$ cat src/rtl/spim_pkg.sv
package spim_pkg;

    // Sequencer activity
    typedef enum logic {
        SEQ_IDLE = 1'b0,
        SEQ_RUN  = 1'b1
    } seq_mode_e;

    // Host-visible flag state
    typedef struct packed {
        logic en;     // registered enable
        logic full;   // transmit holding register occupied
        logic arm;    // first byte has reached the shifter
        logic rxf;    // receive holding register full
        logic ovr;    // overrun, sticky
        logic done;   // transfer complete, sticky
    } flag_t;

endpackage

$ cat src/rtl/spim_seq.sv
module spim_seq #(
    parameter int DATA_W = 8
) (
    input  logic clk,
    input  logic rst_n,
    input  logic en,
    input  logic cpol,
    input  logic cpha,
    input  logic buf_full,
    output logic sclk,
    output logic load,
    output logic drive_stb,
    output logic samp_stb,
    output logic cap_stb,
    output logic pre_cap_stb,
    output logic last_stb
);
    import spim_pkg::*;

    localparam int EDGES = 2 * DATA_W;
    localparam int CNT_W = $clog2(EDGES);
    localparam logic [CNT_W-1:0] LAST = CNT_W'(EDGES - 1);

    typedef struct packed {
        seq_mode_e        st;
        logic [CNT_W-1:0] cnt;
        logic             sclk;
    } seq_t;

    seq_t q, d;
    logic active;
    logic at_last;
    logic [CNT_W-1:0] cap_idx;
    logic [CNT_W-1:0] pre_idx;

    always_comb begin
        active      = en && (q.st == SEQ_RUN);
        at_last     = active && (q.cnt == LAST);
        load        = en && buf_full && ((q.st == SEQ_IDLE) || at_last);
        cap_idx     = cpha ? LAST : (LAST - CNT_W'(1));
        pre_idx     = cap_idx - CNT_W'(1);
        samp_stb    = active && (q.cnt[0] == cpha);
        drive_stb   = active && (cpha ? !q.cnt[0] : (q.cnt[0] && !at_last));
        cap_stb     = samp_stb && (q.cnt == cap_idx);
        pre_cap_stb = active && (q.cnt == pre_idx);
        last_stb    = at_last;

        d = q;
        if (!en) begin
            d.st   = SEQ_IDLE;
            d.cnt  = '0;
            d.sclk = cpol;
        end else if (active) begin
            d.sclk = ~q.sclk;
            if (at_last) begin
                d.cnt = '0;
                d.st  = load ? SEQ_RUN : SEQ_IDLE;
            end else begin
                d.cnt = q.cnt + CNT_W'(1);
            end
        end else begin
            d.sclk = cpol;
            d.cnt  = '0;
            if (load) d.st = SEQ_RUN;
        end
    end

    always_ff @(posedge clk or negedge rst_n) begin
        if (!rst_n) q <= '{st: SEQ_IDLE, cnt: '0, sclk: 1'b0};
        else        q <= d;
    end

    assign sclk = q.sclk;

endmodule

$ cat src/rtl/spim_shift.sv
module spim_shift #(
    parameter int DATA_W = 8
) (
    input  logic              clk,
    input  logic              rst_n,
    input  logic              en,
    input  logic              cpha,
    input  logic              miso,
    input  logic              wr_accept,
    input  logic [DATA_W-1:0] wr_data,
    input  logic              load,
    input  logic              drive_stb,
    input  logic              samp_stb,
    input  logic              cap_stb,
    output logic              mosi,
    output logic [DATA_W-1:0] rx_data
);
    localparam int MSB = DATA_W - 1;

    typedef struct packed {
        logic [DATA_W-1:0] txbuf;
        logic [DATA_W-1:0] tsh;
        logic [DATA_W-2:0] rsh;
        logic              mosi;
        logic [DATA_W-1:0] rxbuf;
    } shift_t;

    shift_t q, d;

    always_comb begin
        d = q;
        if (wr_accept) d.txbuf = wr_data;

        if (!en) begin
            d.mosi = 1'b0;
        end else if (load) begin
            d.tsh  = q.txbuf;
            d.mosi = q.txbuf[MSB];
        end else if (drive_stb) begin
            d.mosi = cpha ? q.tsh[MSB] : q.tsh[MSB-1];
            d.tsh  = {q.tsh[MSB-1:0], 1'b0};
        end

        if (samp_stb) d.rsh   = {q.rsh[DATA_W-3:0], miso};
        if (cap_stb)  d.rxbuf = {q.rsh, miso};
    end

    always_ff @(posedge clk or negedge rst_n) begin
        if (!rst_n) q <= '0;
        else        q <= d;
    end

    assign mosi    = q.mosi;
    assign rx_data = q.rxbuf;

endmodule

$ cat src/rtl/spim_flags.sv
module spim_flags (
    input  logic clk,
    input  logic rst_n,
    input  logic en,
    input  logic tx_wr,
    input  logic rx_rd,
    input  logic stat_rd,
    input  logic irq_sel,
    input  logic load,
    input  logic cap_stb,
    input  logic pre_cap_stb,
    input  logic last_stb,
    output logic wr_accept,
    output logic buf_full,
    output logic tx_empty,
    output logic rx_full,
    output logic spi_done,
    output logic overrun,
    output logic irq
);
    import spim_pkg::*;

    flag_t q, d;

    always_comb begin
        wr_accept = en && tx_wr && !q.full;

        d    = q;
        d.en = en;
        if (!en) begin
            d.full = 1'b0;
            d.arm  = 1'b0;
            d.rxf  = 1'b0;
            d.ovr  = 1'b0;
            d.done = 1'b0;
        end else begin
            if (wr_accept)  d.full = 1'b1;
            else if (load)  d.full = 1'b0;

            if (load) d.arm = 1'b1;

            if (cap_stb)    d.rxf = 1'b1;
            else if (rx_rd) d.rxf = 1'b0;

            if (pre_cap_stb && q.rxf && !rx_rd) d.ovr = 1'b1;
            else if (stat_rd)                   d.ovr = 1'b0;

            if (last_stb)     d.done = 1'b1;
            else if (stat_rd) d.done = 1'b0;
        end
    end

    always_ff @(posedge clk or negedge rst_n) begin
        if (!rst_n) q <= '0;
        else        q <= d;
    end

    assign buf_full = q.full;
    assign tx_empty = q.en && !q.full;
    assign rx_full  = q.rxf;
    assign spi_done = q.done;
    assign overrun  = q.ovr;
    assign irq      = irq_sel ? q.done : (tx_empty && q.arm);

endmodule

$ cat src/rtl/spim_core.sv
module spim_core #(
    parameter int DATA_W = 8
) (
    input  logic              clk,
    input  logic              rst_n,
    input  logic              en,
    input  logic [1:0]        mode,
    input  logic              irq_sel,
    input  logic              tx_wr,
    input  logic [DATA_W-1:0] tx_data,
    input  logic              rx_rd,
    input  logic              stat_rd,
    input  logic              miso,
    output logic              sclk,
    output logic              mosi,
    output logic [DATA_W-1:0] rx_data,
    output logic              tx_empty,
    output logic              rx_full,
    output logic              spi_done,
    output logic              overrun,
    output logic              irq
);
    logic cpol, cpha;
    logic buf_full, wr_accept, load;
    logic drive_stb, samp_stb, cap_stb, pre_cap_stb, last_stb;

    assign cpol = mode[1];
    assign cpha = mode[0];

    spim_seq #(.DATA_W(DATA_W)) u_seq (
        .clk        (clk),
        .rst_n      (rst_n),
        .en         (en),
        .cpol       (cpol),
        .cpha       (cpha),
        .buf_full   (buf_full),
        .sclk       (sclk),
        .load       (load),
        .drive_stb  (drive_stb),
        .samp_stb   (samp_stb),
        .cap_stb    (cap_stb),
        .pre_cap_stb(pre_cap_stb),
        .last_stb   (last_stb)
    );

    spim_shift #(.DATA_W(DATA_W)) u_shift (
        .clk      (clk),
        .rst_n    (rst_n),
        .en       (en),
        .cpha     (cpha),
        .miso     (miso),
        .wr_accept(wr_accept),
        .wr_data  (tx_data),
        .load     (load),
        .drive_stb(drive_stb),
        .samp_stb (samp_stb),
        .cap_stb  (cap_stb),
        .mosi     (mosi),
        .rx_data  (rx_data)
    );

    spim_flags u_flags (
        .clk        (clk),
        .rst_n      (rst_n),
        .en         (en),
        .tx_wr      (tx_wr),
        .rx_rd      (rx_rd),
        .stat_rd    (stat_rd),
        .irq_sel    (irq_sel),
        .load       (load),
        .cap_stb    (cap_stb),
        .pre_cap_stb(pre_cap_stb),
        .last_stb   (last_stb),
        .wr_accept  (wr_accept),
        .buf_full   (buf_full),
        .tx_empty   (tx_empty),
        .rx_full    (rx_full),
        .spi_done   (spi_done),
        .overrun    (overrun),
        .irq        (irq)
    );

endmodule

$ cat config.mk
export PLATFORM = sky130hd
export DESIGN_NAME = spim_core
export DESIGN_NICKNAME = d
export VERILOG_FILES = /design/src/rtl/spim_pkg.sv /design/src/rtl/spim_seq.sv /design/src/rtl/spim_shift.sv /design/src/rtl/spim_flags.sv /design/src/rtl/spim_core.sv
export SDC_FILE = /design/constraint.sdc
export NUM_CORES = 1
export LEC_CHECK = 0
export BUFFER_PORTS_ARGS = -buffer_cell sky130_fd_sc_hd__buf_4
export CAP_MARGIN = 5
export CORE_MARGIN = 3
export CORE_UTILIZATION = 30
export CTS_BUF_LIST = sky130_fd_sc_hd__clkbuf_2
export DETAILED_ROUTE_END_ITERATION = 8
export GPL_ROUTABILITY_DRIVEN = 0
export PLACE_DENSITY = 0.54
export SYNTH_ARGS = -nofsm -noshare
export SYNTH_HDL_FRONTEND = slang
export SYNTH_SLANG_ARGS = --single-unit
$ cat constraint.sdc
create_clock -name clk -period 2.2 [get_ports clk]
set_clock_uncertainty 0.15 [all_clocks]
set_input_delay 0.33 -clock clk [delete_from_list [all_inputs] [get_ports clk]]
set_output_delay 0.33 -clock clk [all_outputs]
set_load 0.02 [all_outputs]
Yosys cells after proc, flatten, opt, wreduce, memory -nomap -nowiden
Cells that the tools add are included.
{"block": "classes", "add_sub_neg": 2, "n_eq_ne": 12, "n_mux": 23, "bitwise_logic": 2, "n_reduce_logical": 23}
{"operator": "inequality test 3 x 1 -> 1 bit, second input constant", "count": 6}
{"operator": "two-way mux 1 bit", "count": 17}
{"operator": "two-way mux 8 bit", "count": 2}
{"operator": "logical AND 1 bit", "count": 15}
{"operator": "two-way mux 6 bit", "count": 2}
{"operator": "== test 4 bit", "count": 2}
{"operator": "two-way mux 5 bit", "count": 1}
{"operator": "adder 4 x 1 -> 4 bit, second input constant", "count": 1}
{"operator": "== test 4 bit, second input constant", "count": 1}
{"operator": "logical NOT 1 bit", "count": 4}
{"operator": "two-way mux 4 bit", "count": 1}
{"operator": "AND reduction 2 bit", "count": 2}
{"operator": "subtractor 4 x 1 -> 4 bit, second input constant", "count": 1}
{"operator": "inequality test 3 bit, second input constant", "count": 1}
{"operator": "inequality test 2 x 1 -> 1 bit, second input constant", "count": 1}
{"operator": "NOT 1 bit", "count": 2}
{"operator": "nonzero test 2 bit", "count": 1}
{"operator": "== test 1 bit", "count": 1}
{"operator": "logical OR 1 bit", "count": 1}
{"block": "totals", "regBits": 44, "inputBits": 18, "wordCells": 76}

Logic depth before layout (Yosys ltp)
{"block": "depth", "ltp_word": 9, "ltp_mapped": 7, "ltp_nobuf": 5}

Hierarchy
A second synthesis with hierarchy kept.
{"block": "unflattened", "cells_unflattened": 156, "hier_area_um2": 1913.1}
{"mod": "spim_shift", "instances": 1, "cells_per_inst": 100, "area_per_inst_um2": 1338.8, "seq_area_each_um2": 800.8}
{"mod": "spim_seq", "instances": 1, "cells_per_inst": 36, "area_per_inst_um2": 329.1, "seq_area_each_um2": 150.1}
{"mod": "spim_flags", "instances": 1, "cells_per_inst": 20, "area_per_inst_um2": 245.2, "seq_area_each_um2": 150.1}

Worst setup path before layout
OpenSTA, ideal clock, no wires.
{"block": "synth_timing", "path_type": "register -> register", "from": "register u_seq.q[1] (netlist name)", "to": "register u_shift.q[17] (netlist name)", "setup_ps": 125, "arrival_time_ps": 1743, "t_required_ps": 1925, "path_slack_ps": 183, "path_stages_with_launch": 6, "n_path_buf": 0, "synth_period_minus_slack_ps": 2017, "path_cell_list": "dfrtp_1 ha_1 nand3_4 a21oi_2 mux2_2 mux2_2"}
{"block": "synth_between", "elab_chain_len": 8}
{"item": "start: declaration", "line_no": "spim_seq.sv:30", "text": "seq_t q, d;"}
{"item": "start signal: assignment", "line_no": "spim_seq.sv:69", "text": "if (!rst_n) q <= '{st: SEQ_IDLE, cnt: '0, sclk: 1'b0};"}
{"item": "== test 4 bit", "line_no": "spim_seq.sv:38", "text": "at_last = active && (q.cnt == LAST);"}
{"item": "logical AND 1 bit", "line_no": "spim_seq.sv:38"}
{"item": "logical NOT 1 bit", "line_no": "spim_seq.sv:43", "text": "drive_stb = active && (cpha ? !q.cnt[0] : (q.cnt[0] && !at_last));"}
{"item": "logical AND 1 bit", "line_no": "spim_seq.sv:43"}
{"item": "two-way mux 1 bit", "line_no": "spim_seq.sv:43"}
{"item": "logical AND 1 bit", "line_no": "spim_seq.sv:43"}
{"item": "nonzero test 2 bit (no source line)"}
{"item": "AND reduction 2 bit (no source line)"}
{"item": "end signal: assignment", "line_no": "spim_shift.sv:49", "text": "if (!rst_n) q <= '0;"}
{"item": "end signal: assignment", "line_no": "spim_shift.sv:50", "text": "else q <= d;"}
{"item": "end: declaration", "line_no": "spim_shift.sv:28", "text": "shift_t q, d;"}
Parallel ways exist; a longest one is shown, timed or not.
A chain may end at the register's enable or synchronous reset.

Worst setup path in the final report
{"block": "layout_timing", "from": "register u_seq.q[1] (netlist name)", "to": "register u_shift.q[18] (netlist name)"}
The elaborated chain is that of the path after synthesis.

==> impl_metrics.json <==
{
  "p_sw_share_pct": 26.3,
  "average_size_of_a_mapped_cell_um2": 13.5,
  "syn_std_cell_area_um2": 1960,
  "utilization_pct": 39.6,
  "nNetsFinal": 209,
  "number_of_fill_cells": 619,
  "internal_power_mw": 1.24,
  "p_comb_share_pct": 19.7,
  "synthTopCellsByArea": "sky130_fd_sc_hd__dfrtp_1 56%, sky130_fd_sc_hd__mux2_2 22%, sky130_fd_sc_hd__buf_4 3.1%, sky130_fd_sc_hd__nand2_1 1.5%, sky130_fd_sc_hd__buf_6 1.1%",
  "maximum_number_of_pins_on_one_net_before_global_route_repair": 45,
  "worstMarginPinSlew_ns": 0.565,
  "die-height_um": 86.9,
  "vdd_ir_drop_max_uv": 384,
  "outcome": "finished clean",
  "power.switching_mw": 0.442,
  "setup.worst_path.end": "u_shift.q[18]",
  "cp-startpoint": "u_seq.q[1]",
  "rsz0062_at_grt": "no",
  "cts-buffers-inserted": 5,
  "postPlaceCellArea_um2": 2220,
  "post_synthesis_register_bit_count": 44,
  "clk_pin_slew_ns": 0.22,
  "routed_via_density": 4.66,
  "max-cap-violations": 0,
  "clock_latency_ns": 0.39,
  "detailedPlacementHpwl_um": 2470,
  "startpoint_type_of_the_worst_setup_path": "flip-flop",
  "worstSetupPathType": "reg -> reg",
  "critical_path.cell_chain": "ha_1 -> nand3_4 -> a21oi_2 -> buf_4 -> mux2_2 -> mux2_2",
  "synth_cells": 145,
  "grt_use_total_pct": 10.2,
  "worst_path_max_delay_cell": "sky130_fd_sc_hd__dfrtp_2",
  "synth-seq-area-share_pct": 56.1,
  "starting_drt_drc_count": 61,
  "drc": 0,
  "area_growth_pct": 23.5,
  "final_layout_size_suffix_gt1_share_pct": 46.3,
  "final_min_period_over_clock_period_pct": 93.0,
  "worstReg2RegEnd": "u_shift.q[18]",
  "placeableCoreArea_um2": 6130,
  "yosys_warnings": 0,
  "route.detailed.wl_per_inst_um": 13.5,
  "drt_first_pass_iters": 5,
  "crit_path_end_kind": "flip-flop",
  "diodes": 0,
  "reg2reg_setup_slack_ns": 0.15,
  "timing.final.crit_period_ns": 2.05,
  "clock_tree_from_tritoncts": "done",
  "place.detailed.instances": 242,
  "clockRootBuffer": "sky130_fd_sc_hd__clkbuf_2",
  "route.vias.total": 1235,
  "starting_density_of_the_core_pct": 32.0,
  "p_total_mw": 1.68,
  "rows": 28,
  "number_of_global_route_vias_before_repair": 1297,
  "io_buffers": 32,
  "grt-ovfl-total": 0,
  "cts_max_path_buffers": 2,
  "yosys.area.top_type_share_pct": 56.1,
  "ys_types": 34,
  "top_level_ports": 33,
  "ant_nets": 0,
  "antenna_found_initial": 0,
  "final_hold_violation_count": 0,
  "pwr-share-clk_pct": 19.1,
  "cp_data_arrival_time_ns": 2.19,
  "clock.fmax_mhz": 489,
  "finalSetupTns_ns": 0,
  "numClockSinks": 44,
  "timing.critical_path.slowest_cell_delay_ns": 0.47,
  "p_seq_share_pct": 61.2,
  "worstPathMaxFanout": 10,
  "critical_r2r_launch": "u_seq.q[1]",
  "max_slew_margin_pct": 62.3,
  "htree_levels": 2,
  "cp.required_ns": 2.35,
  "postSynthNetCount": 164,
  "grt_pass1_wl_um": 6050,
  "finalInstanceArea_um2": 2420,
  "drt_wl_total_um": 3580,
  "worst_hold_class": "in -> reg",
  "netlist.top_cell.by_area": "sky130_fd_sc_hd__dfrtp_1",
  "maxSlewViolCount": 0,
  "layout.cells.non_filler": 265,
  "power_density_nw_per_um2": 694,
  "fp.dieArea_um2": 7550,
  "worst_path_most_repeated_cell": "sky130_fd_sc_hd__mux2_2",
  "timing.final.setup_violations": 0,
  "r2r.worst_path.cells": 6,
  "power.static_leakage_nw": 1.13,
  "die_w_um": 86.9
}
routing by layer:
| metal | GRT usage [%] | share of wire (%) | up-vias |
|---|---|---|---|
| met3 | 3.03 | 4.9 | 5 |
| met1 | 11.7 | 43 | 619 |
| met5 | 0 | 0 | - |
| li1 | - | - | 585 |
| met2 | 18.1 | 51 | 26 |
| met4 | 2.97 | 0.81 | 0 |
sequential cells by signal, indices dropped and copies added, names as in the netlist:
name and count:
u_seq.sclk 1, u_flags.buf_full 1, u_flags.spi_done 1, u_flags.rx_full 1
u_flags.overrun 1, u_flags.q 2, u_seq.q 5, u_shift.q 23
u_shift.mosi 1, u_shift.rx_data 8
final cells by class:
| class | instances | area [um2] | area share [%] |
|---|---|---|---|
| sequential | 44 | 1100 | 45.5 |
| clock inverter | 1 | 5.00 | 0.206 |
| tap | 75 | 93.8 | 3.87 |
| multi-input combinational | 86 | 759 | 31.3 |
| timing repair buffer | 50 | 423 | 17.4 |
| clock buffer | 6 | 30.0 | 1.24 |
| inverter | 3 | 11.3 | 0.464 |
power by group through the flow:
stage / sequential (mW) / combinational, mW / clock (mW)
global route: 1.05 / 0.370 / 0.374
CTS: 1.03 / 0.328 / 0.345
detailed placement: 1.05 / 0.309 / 0
global placement: 1.04 / 0.294 / 0
finish: 1.03 / 0.331 / 0.322
floorplan: 1.02 / 0.223 / 0
per-stage QoR:
step / hold slack (ns) / setup slack [ns]
floorplan: -0.116 / 0.183
global placement: 0.202 / 0.159
detailed placement: 0.213 / 0.0747
CTS: 0.00710 / 0.0162
global route: 0.0591 / 0.0127
finish: 0.0572 / 0.155
cell usage after synthesis:
| master | count |
|---|---|
| sky130_fd_sc_hd__a21boi_0 | 1 |
| sky130_fd_sc_hd__a21o_1 | 1 |
| sky130_fd_sc_hd__a21oi_1 | 2 |
| sky130_fd_sc_hd__a21oi_2 | 1 |
| sky130_fd_sc_hd__and2_1 | 1 |
| sky130_fd_sc_hd__and3_1 | 1 |
| sky130_fd_sc_hd__and3_4 | 1 |
| sky130_fd_sc_hd__and4_4 | 1 |
| sky130_fd_sc_hd__buf_2 | 1 |
| sky130_fd_sc_hd__buf_4 | 8 |
| sky130_fd_sc_hd__buf_6 | 2 |
| sky130_fd_sc_hd__clkbuf_1 | 1 |
| sky130_fd_sc_hd__dfrtp_1 | 44 |
| sky130_fd_sc_hd__ha_1 | 1 |
| sky130_fd_sc_hd__inv_1 | 3 |
| sky130_fd_sc_hd__mux2_2 | 38 |
| sky130_fd_sc_hd__mux2i_1 | 2 |
| sky130_fd_sc_hd__nand2_1 | 8 |
| sky130_fd_sc_hd__nand2b_1 | 1 |
| sky130_fd_sc_hd__nand3_1 | 4 |
| sky130_fd_sc_hd__nand3_4 | 1 |
| sky130_fd_sc_hd__nand3b_1 | 2 |
| sky130_fd_sc_hd__nor2_1 | 3 |
| sky130_fd_sc_hd__nor2b_1 | 3 |
| sky130_fd_sc_hd__nor2b_4 | 1 |
| sky130_fd_sc_hd__nor3_1 | 1 |
| sky130_fd_sc_hd__nor3_4 | 1 |
| sky130_fd_sc_hd__nor3b_1 | 1 |
| sky130_fd_sc_hd__o21ai_0 | 4 |
| sky130_fd_sc_hd__o21bai_1 | 1 |
| sky130_fd_sc_hd__o22ai_1 | 1 |
| sky130_fd_sc_hd__o41ai_1 | 1 |
| sky130_fd_sc_hd__xnor2_1 | 2 |
| sky130_fd_sc_hd__xor2_1 | 1 |
worst min-delay path by stage:
| stage | to | depth (start not counted) | slack [ns] | start |
|---|---|---|---|---|
| final | u_flags.buf_full | 3 | 0.06 | tx_wr |
| after detailed placement | u_shift.rx_data[7] | 1 | 0.21 | rst_n |
| after CTS | u_flags.overrun | 3 | 0.007 | stat_rd |
| after global routing | u_flags.buf_full | 3 | 0.06 | tx_wr |
| after floorplan | u_flags.buf_full | 0 | -0.12 | rst_n |
| after global placement | u_seq.sclk | 1 | 0.20 | rst_n |
critical path, delay by kind of cell, from the launching register on:
family	cells	cell delay (ns)
and+or+nand+nor	1	0.13
DFF	1	0.47
buffers and inverters	1	0.19
AOI/OAI and AO/OA	1	0.15
muxes	2	0.61
adders and majority gates	1	0.24
kinds of logic after synthesis:
kind of cell	count (synthesis)	synth area share [%]
flip-flops	44	56.1
AO/OA/AOI/OAI	12	3.89
adder cells (fa/ha/maj)	1	0.637
AND/OR/NAND/NOR	30	10.0
XOR/XNOR	3	1.34
buffers and inverters	15	5.23
multiplexers	40	22.8
layout by cell type, fill, tap and decap left out, drive strengths merged:
cell type    Yosys  routed
o21ai            4       4
ha               1       1
nand2b           1       1
nor2b            4       4
and4             1       1
mux2i            2       2
nor3             2       2
o21bai           1       1
inv              3       3
clkinv           0       1
a21boi           1       1
a21oi            3       3
nand3b           2       2
xor2             1       1
xnor2            2       2
and2             1       1
clkbuf           1       6
nand3            5       5
o22ai            1       1
mux2            38      38
buf             11      36
o41ai            1       1
dfrtp           44      44
a21o             1       1
and3             2       2
nor2             3       3
nand2            8       8
nor3b            1       1
dlygate4sd3      0      14
timing repair:
item                       4_1_cts  5_1_grt
gates resized for setup          0        1
buffers inserted                 0        2
hold buffers                    13        1
hold endpoints to repair        58        1
setup endpoints to repair        0        7
Note: power is estimated with default switching activity, not from simulation.
